## src/rtl/i2c_spike_filter_pkg.sv

```systemverilog
package i2c_spike_filter_pkg;
    localparam int unsigned FLT_LEN_W = 4;

    typedef logic [FLT_LEN_W-1:0] flt_len_t;

    typedef struct packed {
        logic     lvl;
        flt_len_t cnt;
    } flt_line_st_t;
endpackage

```

## src/rtl/flt_len_reg.sv

```systemverilog
module flt_len_reg
    import i2c_spike_filter_pkg::*;
(
    input  logic     clk,
    input  logic     rst_n,
    input  logic     periph_en,
    input  logic     cfg_we,
    input  flt_len_t cfg_len,
    output flt_len_t len_q
);
    flt_len_t len_d;

    always_comb begin
        len_d = len_q;
        if (cfg_we && !periph_en) begin
            len_d = cfg_len;
        end
    end

    always_ff @(posedge clk or negedge rst_n) begin
        if (!rst_n) begin
            len_q <= '0;
        end else begin
            len_q <= len_d;
        end
    end
endmodule

```

## src/rtl/flt_line.sv

```systemverilog
module flt_line
    import i2c_spike_filter_pkg::*;
(
    input  logic     clk,
    input  logic     rst_n,
    input  flt_len_t len,
    input  logic     raw,
    output logic     flt
);
    flt_line_st_t st_d, st_q;

    always_comb begin
        st_d = st_q;
        if (raw == st_q.lvl) begin
            st_d.cnt = '0;
        end else if (st_q.cnt >= len) begin
            st_d.lvl = raw;
            st_d.cnt = '0;
        end else begin
            st_d.cnt = st_q.cnt + 1'b1;
        end
    end

    always_ff @(posedge clk or negedge rst_n) begin
        if (!rst_n) begin
            st_q <= '{lvl: 1'b1, cnt: '0};
        end else begin
            st_q <= st_d;
        end
    end

    assign flt = st_q.lvl;
endmodule

```

## src/rtl/i2c_spike_filter.sv

```systemverilog
module i2c_spike_filter
    import i2c_spike_filter_pkg::*;
#(
    parameter int unsigned NUM_LINES = 2
) (
    input  logic       clk,
    input  logic       rst_n,
    input  logic       periph_en,
    input  logic       cfg_we,
    input  logic [3:0] cfg_len,
    input  logic       scl_raw,
    input  logic       sda_raw,
    output logic       scl_flt,
    output logic       sda_flt
);
    localparam int unsigned LINE_IDX_SCL = 0;
    localparam int unsigned LINE_IDX_SDA = 1;

    flt_len_t             cur_len;
    logic [NUM_LINES-1:0] raw_vec;
    logic [NUM_LINES-1:0] flt_vec;

    flt_len_reg u_len (
        .clk       (clk),
        .rst_n     (rst_n),
        .periph_en (periph_en),
        .cfg_we    (cfg_we),
        .cfg_len   (cfg_len),
        .len_q     (cur_len)
    );

    assign raw_vec[LINE_IDX_SCL] = scl_raw;
    assign raw_vec[LINE_IDX_SDA] = sda_raw;

    for (genvar g = 0; g < NUM_LINES; g++) begin : g_line
        flt_line u_line (
            .clk   (clk),
            .rst_n (rst_n),
            .len   (cur_len),
            .raw   (raw_vec[g]),
            .flt   (flt_vec[g])
        );
    end

    assign scl_flt = flt_vec[LINE_IDX_SCL];
    assign sda_flt = flt_vec[LINE_IDX_SDA];
endmodule

```

## config.mk

```make
export PLATFORM = sky130hd
export DESIGN_NAME = i2c_spike_filter
export DESIGN_NICKNAME = d
export VERILOG_FILES = /design/src/rtl/i2c_spike_filter_pkg.sv /design/src/rtl/flt_len_reg.sv /design/src/rtl/flt_line.sv /design/src/rtl/i2c_spike_filter.sv
export SDC_FILE = /design/constraint.sdc
export NUM_CORES = 1
export LEC_CHECK = 0
export BUFFER_PORTS_ARGS = -buffer_cell sky130_fd_sc_hd__buf_2
export CORE_MARGIN = 2
export CORE_UTILIZATION = 61
export CTS_BUF_LIST = sky130_fd_sc_hd__clkbuf_8
export CTS_CLUSTER_SIZE = 14
export DETAILED_ROUTE_END_ITERATION = 6
export PLACE_DENSITY_LB_ADDON = 0.12
export SLEW_MARGIN = 15
export SYNTH_ARGS = -nofsm -noshare
export SYNTH_HDL_FRONTEND = slang
export SYNTH_SLANG_ARGS = --single-unit
```

## constraint.sdc

```tcl
create_clock -name clk -period 2.3 [get_ports clk]
set_input_delay 0.46 -clock clk [delete_from_list [all_inputs] [get_ports clk]]
set_output_delay 0.46 -clock clk [all_outputs]
set_load 0.005 [all_outputs]
```

* Yosys cells after proc, flatten, opt, wreduce, memory -nomap -nowiden *
Index checks and enable logic that the tools add are counted.

storage, ports and cells
  register bits after elaboration = 14
  input bits = 10
  output and inout port bits = 2
  logic and storage cells = 21

operators by class
  add/subtract/negate cells = 2
  order comparisons = 2
  eq/ne operators = 2
  multiplexer cells = 4
  bitwise operators = 2
  reductions and logical operators = 4

operators by type and width
  cell                                          count
  2-to-1 mux 4 bit                              4
  adder 4 x 1 -> 4 bit (second input constant)  2
  greater-or-equal comparator 4 bit             2
  AND reduction 2 bit                           2
  equality test 1 bit                           2
  inverter 1 bit                                2
  logical AND 1 bit                             1
  logical NOT 1 bit                             1

* Depth between registers and ports, before layout *
Gate-level depths: netlist of the first run.

  word-level depth = 3
  mapped depth = 6

* Hierarchy *
From an unflattened synthesis of the first run, not the netlist that was laid out.

unflattened totals
  cells, all modules = 69
  area total of the unflattened synthesis = 834.6 µm²

by module, submodules not included
  module       instances  cells an instance  area each (µm²)
  flt_line     2          30                 330.3
  flt_len_reg  1          9                  173.9

* Worst setup path before layout of the first run *
No wires, ideal clock.

  path kind = register to register
  from = register g_line[0].u_line.st_q[0] (netlist name)
  to = register g_line[0].u_line.st_q (netlist bit g_line[0].u_line.flt)
  library setup time = 0.082 ns
  data arrival time = 1.522 ns
  path slack = 0.696 ns
  stages on the path, launching flop included = 7
  path buffers = 0
  clock period less this slack = 1.604 ns
  path through = dfrtp_1 -> inv_1 -> ha_1 -> nand2b_4 -> a2111oi_4 -> nor2_2 -> mux2_4

between the ends
  cells in the longest elaborated chain, start to end = 2

RTL lines
  item                                  RTL line        RTL
  from (decl)                           flt_line.sv:10  flt_line_st_t st_d, st_q;
  from (signal assigned)                flt_line.sv:26  st_q <= '{lvl: 1'b1, cnt: '0};
  from (signal assigned)                flt_line.sv:28  st_q <= st_d;
  greater-or-equal comparator 4 bit     flt_line.sv:16  end else if (st_q.cnt >= len) begin
  AND reduction 2 bit (no source line)  n/a

Every way passes these cells.
A chain may end at the register's enable or synchronous reset.

==> results by group, run 1 <==
Run status
  – Status: complete, no violations

STA
  – Fin Setup TNS: 0 ns
  – Final Hold Fails: 0
  – Fmax: approximately 560 MHz
  – Clock skew: 0.00200 ns
  – Worst rel slew slack: 0.665
  – Pins Over Slew Limit: 0
  – Final worst path period need: ~1.8 ns
  – Worst slew pin tran: about 0.50 ns
  – Endpoints failing setup: 0
  – Final period util: 0.772
  – RSZ-0062 raised after global routing: no

GRT
  – Initial antenna violation count: 0
  – Largest net degree at the start of global routing: 15
  – Vias in the first global route: approximately 560
  – First-pass GRT wire length: approximately 2400 um
  – GRT overflow: 0
  – Total track usage: 0.228

Clock network
  – Clk pin slew, worst setup/hold paths: 0.06 ns
  – Number of hold buffers added after CTS: 0
  – Post-CTS setup buffer count: 0
  – Clock root cell: clkbuf_8
  – Worst-Skew Late Latency: 0.24 ns
  – Number of clock sinks: 14
  – CTS resizes: 0
  – H-tree Lvls: 1
  – Num CTS Buffers: 3
  – Clock Path Buffers: 2
  – CTS tree: yes

Place
  – Placer Congestion: 0.787
  – Dpl cell area: between 800 and 900 um2
  – Number of port buffers: 11
  – Cells after DPL: 95
  – Final HPWL DP: roughly 1100 um

Worst setup path
  – Reg2Reg Depth: 6
  – CP Buf/Inv Count: 1
  – Max incr delay on CP: between 0.4 and 0.5 ns
  – Crit path depth: 6
  – CP delay by family, top: compound AO/OA/AOI/OAI gates
  – CP Launch Type: flop
  – Crit path capture: g_line[1].u_line.st_q[3]$_DFF_PN0_
  – Crit path DAT: 1.94 ns
  – CP startpoint: g_line[1].u_line.st_q[0]$_DFF_PN0_
  – Largest fanout on the critical path: 4
  – Worst R2R End: g_line[1].u_line.st_q[3]$_DFF_PN0_
  – Worst Path Required: about 2.5 ns
  – CP Class: reg -> reg
  – CP cell instances: inv_1 > ha_1 > nand2b_4 > a2111oi_4 > o21ai_0 > nor2_1
  – CP endpoint kind: flop
  – Slowest-stage cell, CP: dfrtp_1
  – Reg-to-reg slack, setup: approximately 0.52 ns
  – Critical R2R Launch: g_line[1].u_line.st_q[0]$_DFF_PN0_

Route
  – ANT nets after route: 0
  – DRC violations left: 0
  – Vias per inst: ~5.2
  – Routed WL: approximately 1500 um
  – DR vias: between 500 and 600
  – First-pass iteration count of the detailed router: 2
  – WL/cell: 14.7 um
  – 1st-iter DRT viols: 2

Yosys
  – Flops & latches, synth: 14
  – Asr flop ratio synth: 1.00
  – Syn Area/Cell: around 12 um2
  – Post-synthesis sequential area ratio: 0.442
  – Area share of the largest cell type after synthesis: 0.376
  – Top-count cell post-synth: dfrtp_1
  – Number of synthesized flops with an enable pin: 0
  – Cell accounting for the most synthesized area: dfrtp_1
  – Synth cell count leaders: dfrtp_1, ha_1, nor2_1
  – Synth Instances: just under 70
  – Ys Warns: 0
  – Leading post-synthesis cells by cell area: dfrtp_1, ha_1, a2111oi_4
  – Synth cell types: 17
  – Post-Syn Area: about 800 um2
  – Syn Nets: 89
  – Primary FF master, synth: dfrtp_1

Layout
  – Share of cells above drive strength 1: 0.310
  – Post-Layout Cell Count: just under 100
  – Antenna cells: 0
  – Final #Nets: 105
  – Final Instance Area: 927 um2
  – Synthesis-to-finish area growth: 16.1%

Die
  – Starting Density: 0.637
  – Die H: about 40 um
  – Core area: about 0.0013 mm2
  – Die area: between 0.0015 and 0.002 mm2
  – Site row count: 13
  – Io pins: 12
  – Die X: roughly 40 um

Min path
  – Worst Hold Class: in -> async

Power and ir drop
  – Pwr Density: around 1200 mW/mm2
  – Worst IR Drop VDD: roughly 0.60 mV
  – Leak: around 0.00046 uW

Job
  – Max_cap viols: 0
## worst register-to-register path: stages (launching register included)
cell and delay [ns]:
dfrtp_1 0.41, inv_1 0.06, ha_1 0.28, nand2b_4 0.15, a2111oi_4 0.37, o21ai_0 0.27
nor2_1 0.16
## logic make-up after synthesis
logic type               count (synthesis)  synth area share
AO/OA/AOI/OAI                            9             0.119
XOR/XNOR                                 6            0.0658
adder cells (fa/ha/maj)                 10             0.157
AND/OR/NAND/NOR                         20             0.132
multiplexers                             3            0.0517
flip-flops                              14             0.442
buffers and inverters                    7            0.0329
## how the worst min path moves through the flow
stage	slack [ns]	endpoint	startpoint
after floorplan	0.16	g_line[0].u_line.st_q[0]$_DFF_PN0_	rst_n
after global placement	0.37	u_len.len_q[0]$_DFFE_PN0P_	rst_n
after detailed placement	0.37	u_len.len_q[0]$_DFFE_PN0P_	rst_n
after CTS	0.11	g_line[0].u_line.st_q[2]$_DFF_PN0_	rst_n
after global routing	0.13	g_line[0].u_line.st_q[2]$_DFF_PN0_	rst_n
final	0.12	g_line[0].u_line.st_q[0]$_DFF_PN0_	rst_n
## sequential cells by signal, summed over array words and instances (netlist names)
name	flops
g_line.u_line.flt	2
u_len.len_q	4
g_line.u_line.st_q	8
## layout make-up
cell class / count / area [um2]
fillers: 92 / 325
flip-flops and latches: 14 / 353
inverters: 7 / 26.3
repair buffers: 11 / 55.1
well taps: 15 / 18.8
multi-input cells: 48 / 419
clock buffers: 4 / 55.1
## layout by cell type, fill, tap and decap left out
master and n:
xnor2_1 2, nor2b_1 1, ha_1 10, nand2_1 3, xor2_1 4, inv_1 7, dfstp_2 2, mux2_4 2
nor2_1 10, nand2b_4 2, buf_2 11, o21a_1 2, mux2_2 1, nand3_1 2, clkbuf_8 4, o21ai_0 5
nor2_2 2, dfrtp_1 12, a2111oi_4 2
## metrics by stage
step	hold WS (ns)	total power [uW]	util	setup slack, ns
6_report	0.116	1070	0.740	0.525
4_1_cts	0.113	1080	0.740	0.509
2_1_floorplan	0.164	736	-	0.696
3_5_place_dp	0.372	838	0.696	0.536
3_3_place_gp	0.367	810	0.696	0.623
5_1_grt	0.126	1150	0.740	0.405
## layer usage
metal / track usage / part of all wire
met5: 0 / 0
met1: 0.281 / 0.46
met4: 0.0500 / 0
met2: 0.391 / 0.51
met3: 0.0667 / 0.034
## power breakdown
part	total [uW]	switching, uW	internal (uW)
Sequential	388	60.4	327
Clock	235	84.1	151
Combinational	449	208	242
Total	1070	352	720
(Power assumes the default switching activity.)
==> run 2, diff against run 1 <==
--- a/config.mk
+++ b/config.mk
@@ -7,7 +7,7 @@
 export LEC_CHECK = 0
 export BUFFER_PORTS_ARGS = -buffer_cell sky130_fd_sc_hd__buf_2
 export CORE_MARGIN = 2
-export CORE_UTILIZATION = 61
+export CORE_UTILIZATION = 57
 export CTS_BUF_LIST = sky130_fd_sc_hd__clkbuf_8
 export CTS_CLUSTER_SIZE = 14
 export DETAILED_ROUTE_END_ITERATION = 6
==> constraint.sdc (replaced) <==
create_clock -name clk -period 1.8 [get_ports clk]
set_input_delay 0.36 -clock clk [delete_from_list [all_inputs] [get_ports clk]]
set_output_delay 0.36 -clock clk [all_outputs]
set_load 0.005 [all_outputs]
==> run 2 against run 1 <==
Via count is 0.39% lower. Cell area is 1.9% higher. Register-to-register slack worse by 0.43 ns. Setup slack worse by 0.43 ns. Sequential share of layout area is 0.71 points lower. Critical path type unchanged. Largest cell class unchanged.
==> results by group, run 2 (synthesis results as in run 1) <==
Min path
  – Worst min-delay path startpoint: cfg_len[3]
  – Worst Hold Class: in -> reg
  – Hold Path Sink: u_len.len_q[3]$_DFFE_PN0P_
  – Hold Crit Depth: 3

Place
  – Number of port buffers: 11 (unchanged)
  – Final HPWL DP: 997 um (-9.6%)
  – Placer Congestion: 0.769 (-2.2%)

Route
  – 1st-iter DRT viols: 0 (-2)
  – Vias per inst: 5.10 (-2.4%)
  – DRC violations left: 0 (unchanged)
  – DR vias: 515 (-0.39%)
  – WL/cell: 12.5 um (-15%)
  – First-pass iteration count of the detailed router: 1 (-1)
  – Routed WL: 1260 um (-13%)
  – ANT nets after route: 0 (unchanged)

Job
  – Max_cap viols: 0 (unchanged)

STA
  – Fin Setup TNS: 0 ns (unchanged)
  – Clock skew: 0.00250 ns (+0.000500 ns)
  – Pins Over Slew Limit: 0 (unchanged)
  – Final Hold Fails: 0 (unchanged)
  – Endpoints failing setup: 0 (unchanged)
  – Final worst path period need: 1.71 ns (-0.0695 ns)
  – Worst slew pin tran: 0.302 ns (-0.195 ns)
  – Worst rel slew slack: 0.799 (+0.134)
  – Fmax: 586 MHz (+4.1%)
  – RSZ-0062 raised after global routing: no
  – Final period util: 0.948 (+0.176)

Layout
  – Most flops, register: g_line.u_line.st_q
  – Fin util: 0.726 (-0.0143)
  – Synthesis-to-finish area growth: 18.3%
  – Antenna cells: 0 (unchanged)
  – Share of cells above drive strength 1: 0.314 (+0.00443)
  – Final #Nets: 107 (+1.9%)
  – Most frequent cells in the layout: dfrtp_1, buf_2, nor2_1, ha_1, inv_1
  – Max FFs per register: 8 (unchanged)
  – Commonest non-fill, non-tap cell in the layout: dfrtp_1

Power and ir drop
  – Comb pwr share: 0.411 (-0.008)
  – Switching Fraction: 0.323 (-0.00577)
  – Pwr Density: 1450 mW/mm2 (+25%)
  – Clock network fraction of design power: 0.229 (+0.009)
  – Flop pwr share: 0.361 (about the same)
  – Leak: 0.000471 uW (+2.0%)
  – Int Power: 925 uW (+28%)
  – Worst IR Drop VDD: 0.703 mV (+17%)
  – NetSw: 440 uW (+25%)

Die
  – Io pins: 12 (unchanged)
  – Core area: 0.00130 mm2 (+3.9%)
  – Die H: 41.4 um (+3.1%)
  – Site row count: 13 (unchanged)
  – Die area: 0.00172 mm2 (+6.3%)
  – Starting Density: 0.613 (-0.0239)
  – Die X: 41.4 um (+3.1%)

Clock network
  – Num CTS Buffers: 3 (unchanged)
  – Worst-Skew Late Latency: 0.25 ns (about the same)
  – Number of clock sinks: 14 (unchanged)
  – Clk pin slew, worst setup/hold paths: 0.06 ns (about the same)
  – Clock Path Buffers: 2 (unchanged)
  – H-tree Lvls: 1 (unchanged)
  – CTS tree: yes
  – Clock root cell: clkbuf_8

Worst setup path
  – CP Launch Type: flop
  – Reg2Reg Depth: 6 (unchanged)
  – CP Class: reg -> reg
  – Crit path DAT: 1.88 ns (-0.06 ns)
  – Critical R2R Launch: g_line[0].u_line.st_q[0]$_DFF_PN0_
  – CP endpoint kind: flop
  – Largest fanout on the critical path: 4 (unchanged)
  – Reg-to-reg slack, setup: 0.09 ns (-0.43 ns)
  – Worst Path Required: 1.98 ns (-0.49 ns)
  – Worst R2R End: g_line[0].u_line.flt$_DFFE_PN1P_

GRT
  – Largest net degree at the start of global routing: 15 (unchanged)
  – Initial antenna violation count: 0 (unchanged)
  – First-pass GRT wire length: 2360 um (unchanged)
  – Vias in the first global route: 545 (-2.9%)
  – Total track usage: 0.186 (-0.0416)
  – GRT overflow: 0 (unchanged)

Run status
  – Status: complete, no violations
run 2: cell count changes in the layout (fill, tap and decap cells not counted), sizes merged:
cell	previous run	this run
dlygate4sd3	0	1
buf	11	12
run 2: final cells by class:
type / instances / area, um2
flip-flops and latches: 14 / 353
repair buffers: 13 / 72.6
well taps: 15 / 18.8
multi-input cells: 48 / 419
clock buffers: 4 / 55.1
inverters: 7 / 26.3
fillers: 99 / 357
run 2: worst max-delay path, cell delays in order (launching register included):
cell       delay, ns
dfrtp_1         0.39
inv_1           0.06
ha_1            0.27
nand2b_4        0.15
a2111oi_4       0.38
nor2_2          0.08
mux2_4          0.30
run 2: power groups by stage:
stage | combinational, uW | clock, uW | sequential, uW
2_1_floorplan | 457 | 0 | 484
3_3_place_gp | 540 | 0 | 495
3_5_place_dp | 555 | 0 | 497
4_1_cts | 563 | 318 | 494
5_1_grt | 637 | 329 | 507
6_report | 561 | 312 | 492
run 2: metrics by stage:
step / area [um2] / cells / power, uW / setup WS [ns] / hold slack [ns]
detailed placement: 880 / 96 / 1050 / 0.0924 / 0.265
global route: 945 / 101 / 1470 / 0.0117 / 0.338
CTS: 945 / 101 / 1370 / 0.0820 / 0.312
finish: 945 / 101 / 1370 / 0.0944 / 0.311
floorplan: 798 / 69 / 940 / 0.196 / 0.0644
global placement: 880 / 96 / 1030 / 0.113 / 0.267
run 2: how the worst max path moves through the flow:
stage | cells after the start | start | slack [ns] | end
global route | 6 | g_line[0].u_line.st_q[0]$_DFF_PN0_ | 0.01 | g_line[0].u_line.flt$_DFFE_PN1P_
detailed placement | 6 | g_line[0].u_line.st_q[0]$_DFF_PN0_ | 0.09 | g_line[0].u_line.st_q[3]$_DFF_PN0_
CTS | 6 | g_line[0].u_line.st_q[0]$_DFF_PN0_ | 0.08 | g_line[0].u_line.st_q[3]$_DFF_PN0_
global placement | 6 | g_line[0].u_line.st_q[0]$_DFF_PN0_ | 0.11 | g_line[0].u_line.st_q[3]$_DFF_PN0_
finish | 6 | g_line[0].u_line.st_q[0]$_DFF_PN0_ | 0.09 | g_line[0].u_line.flt$_DFFE_PN1P_
floorplan | 6 | g_line[0].u_line.st_q[0]$_DFF_PN0_ | 0.20 | g_line[0].u_line.flt$_DFFE_PN1P_
run 2: layer usage:
metal / GRT usage / wire (um) / share of wire / up-vias
li1: - / - / - / 264
met1: 0.241 / 617 / 0.49 / 234
met2: 0.275 / 552 / 0.44 / 12
met3: 0.0478 / 57 / 0.045 / 5
met4: 0.116 / 37 / 0.029 / 0
met5: 0 / 0 / 0 / -
run 2: what timing repair did:
action	4_1_cts	5_1_grt
hold endpoints to repair	12	0
hold buffers	1	0
resized for setup	0	2
endpoints found under the setup margin	0	6
buffers inserted	0	0
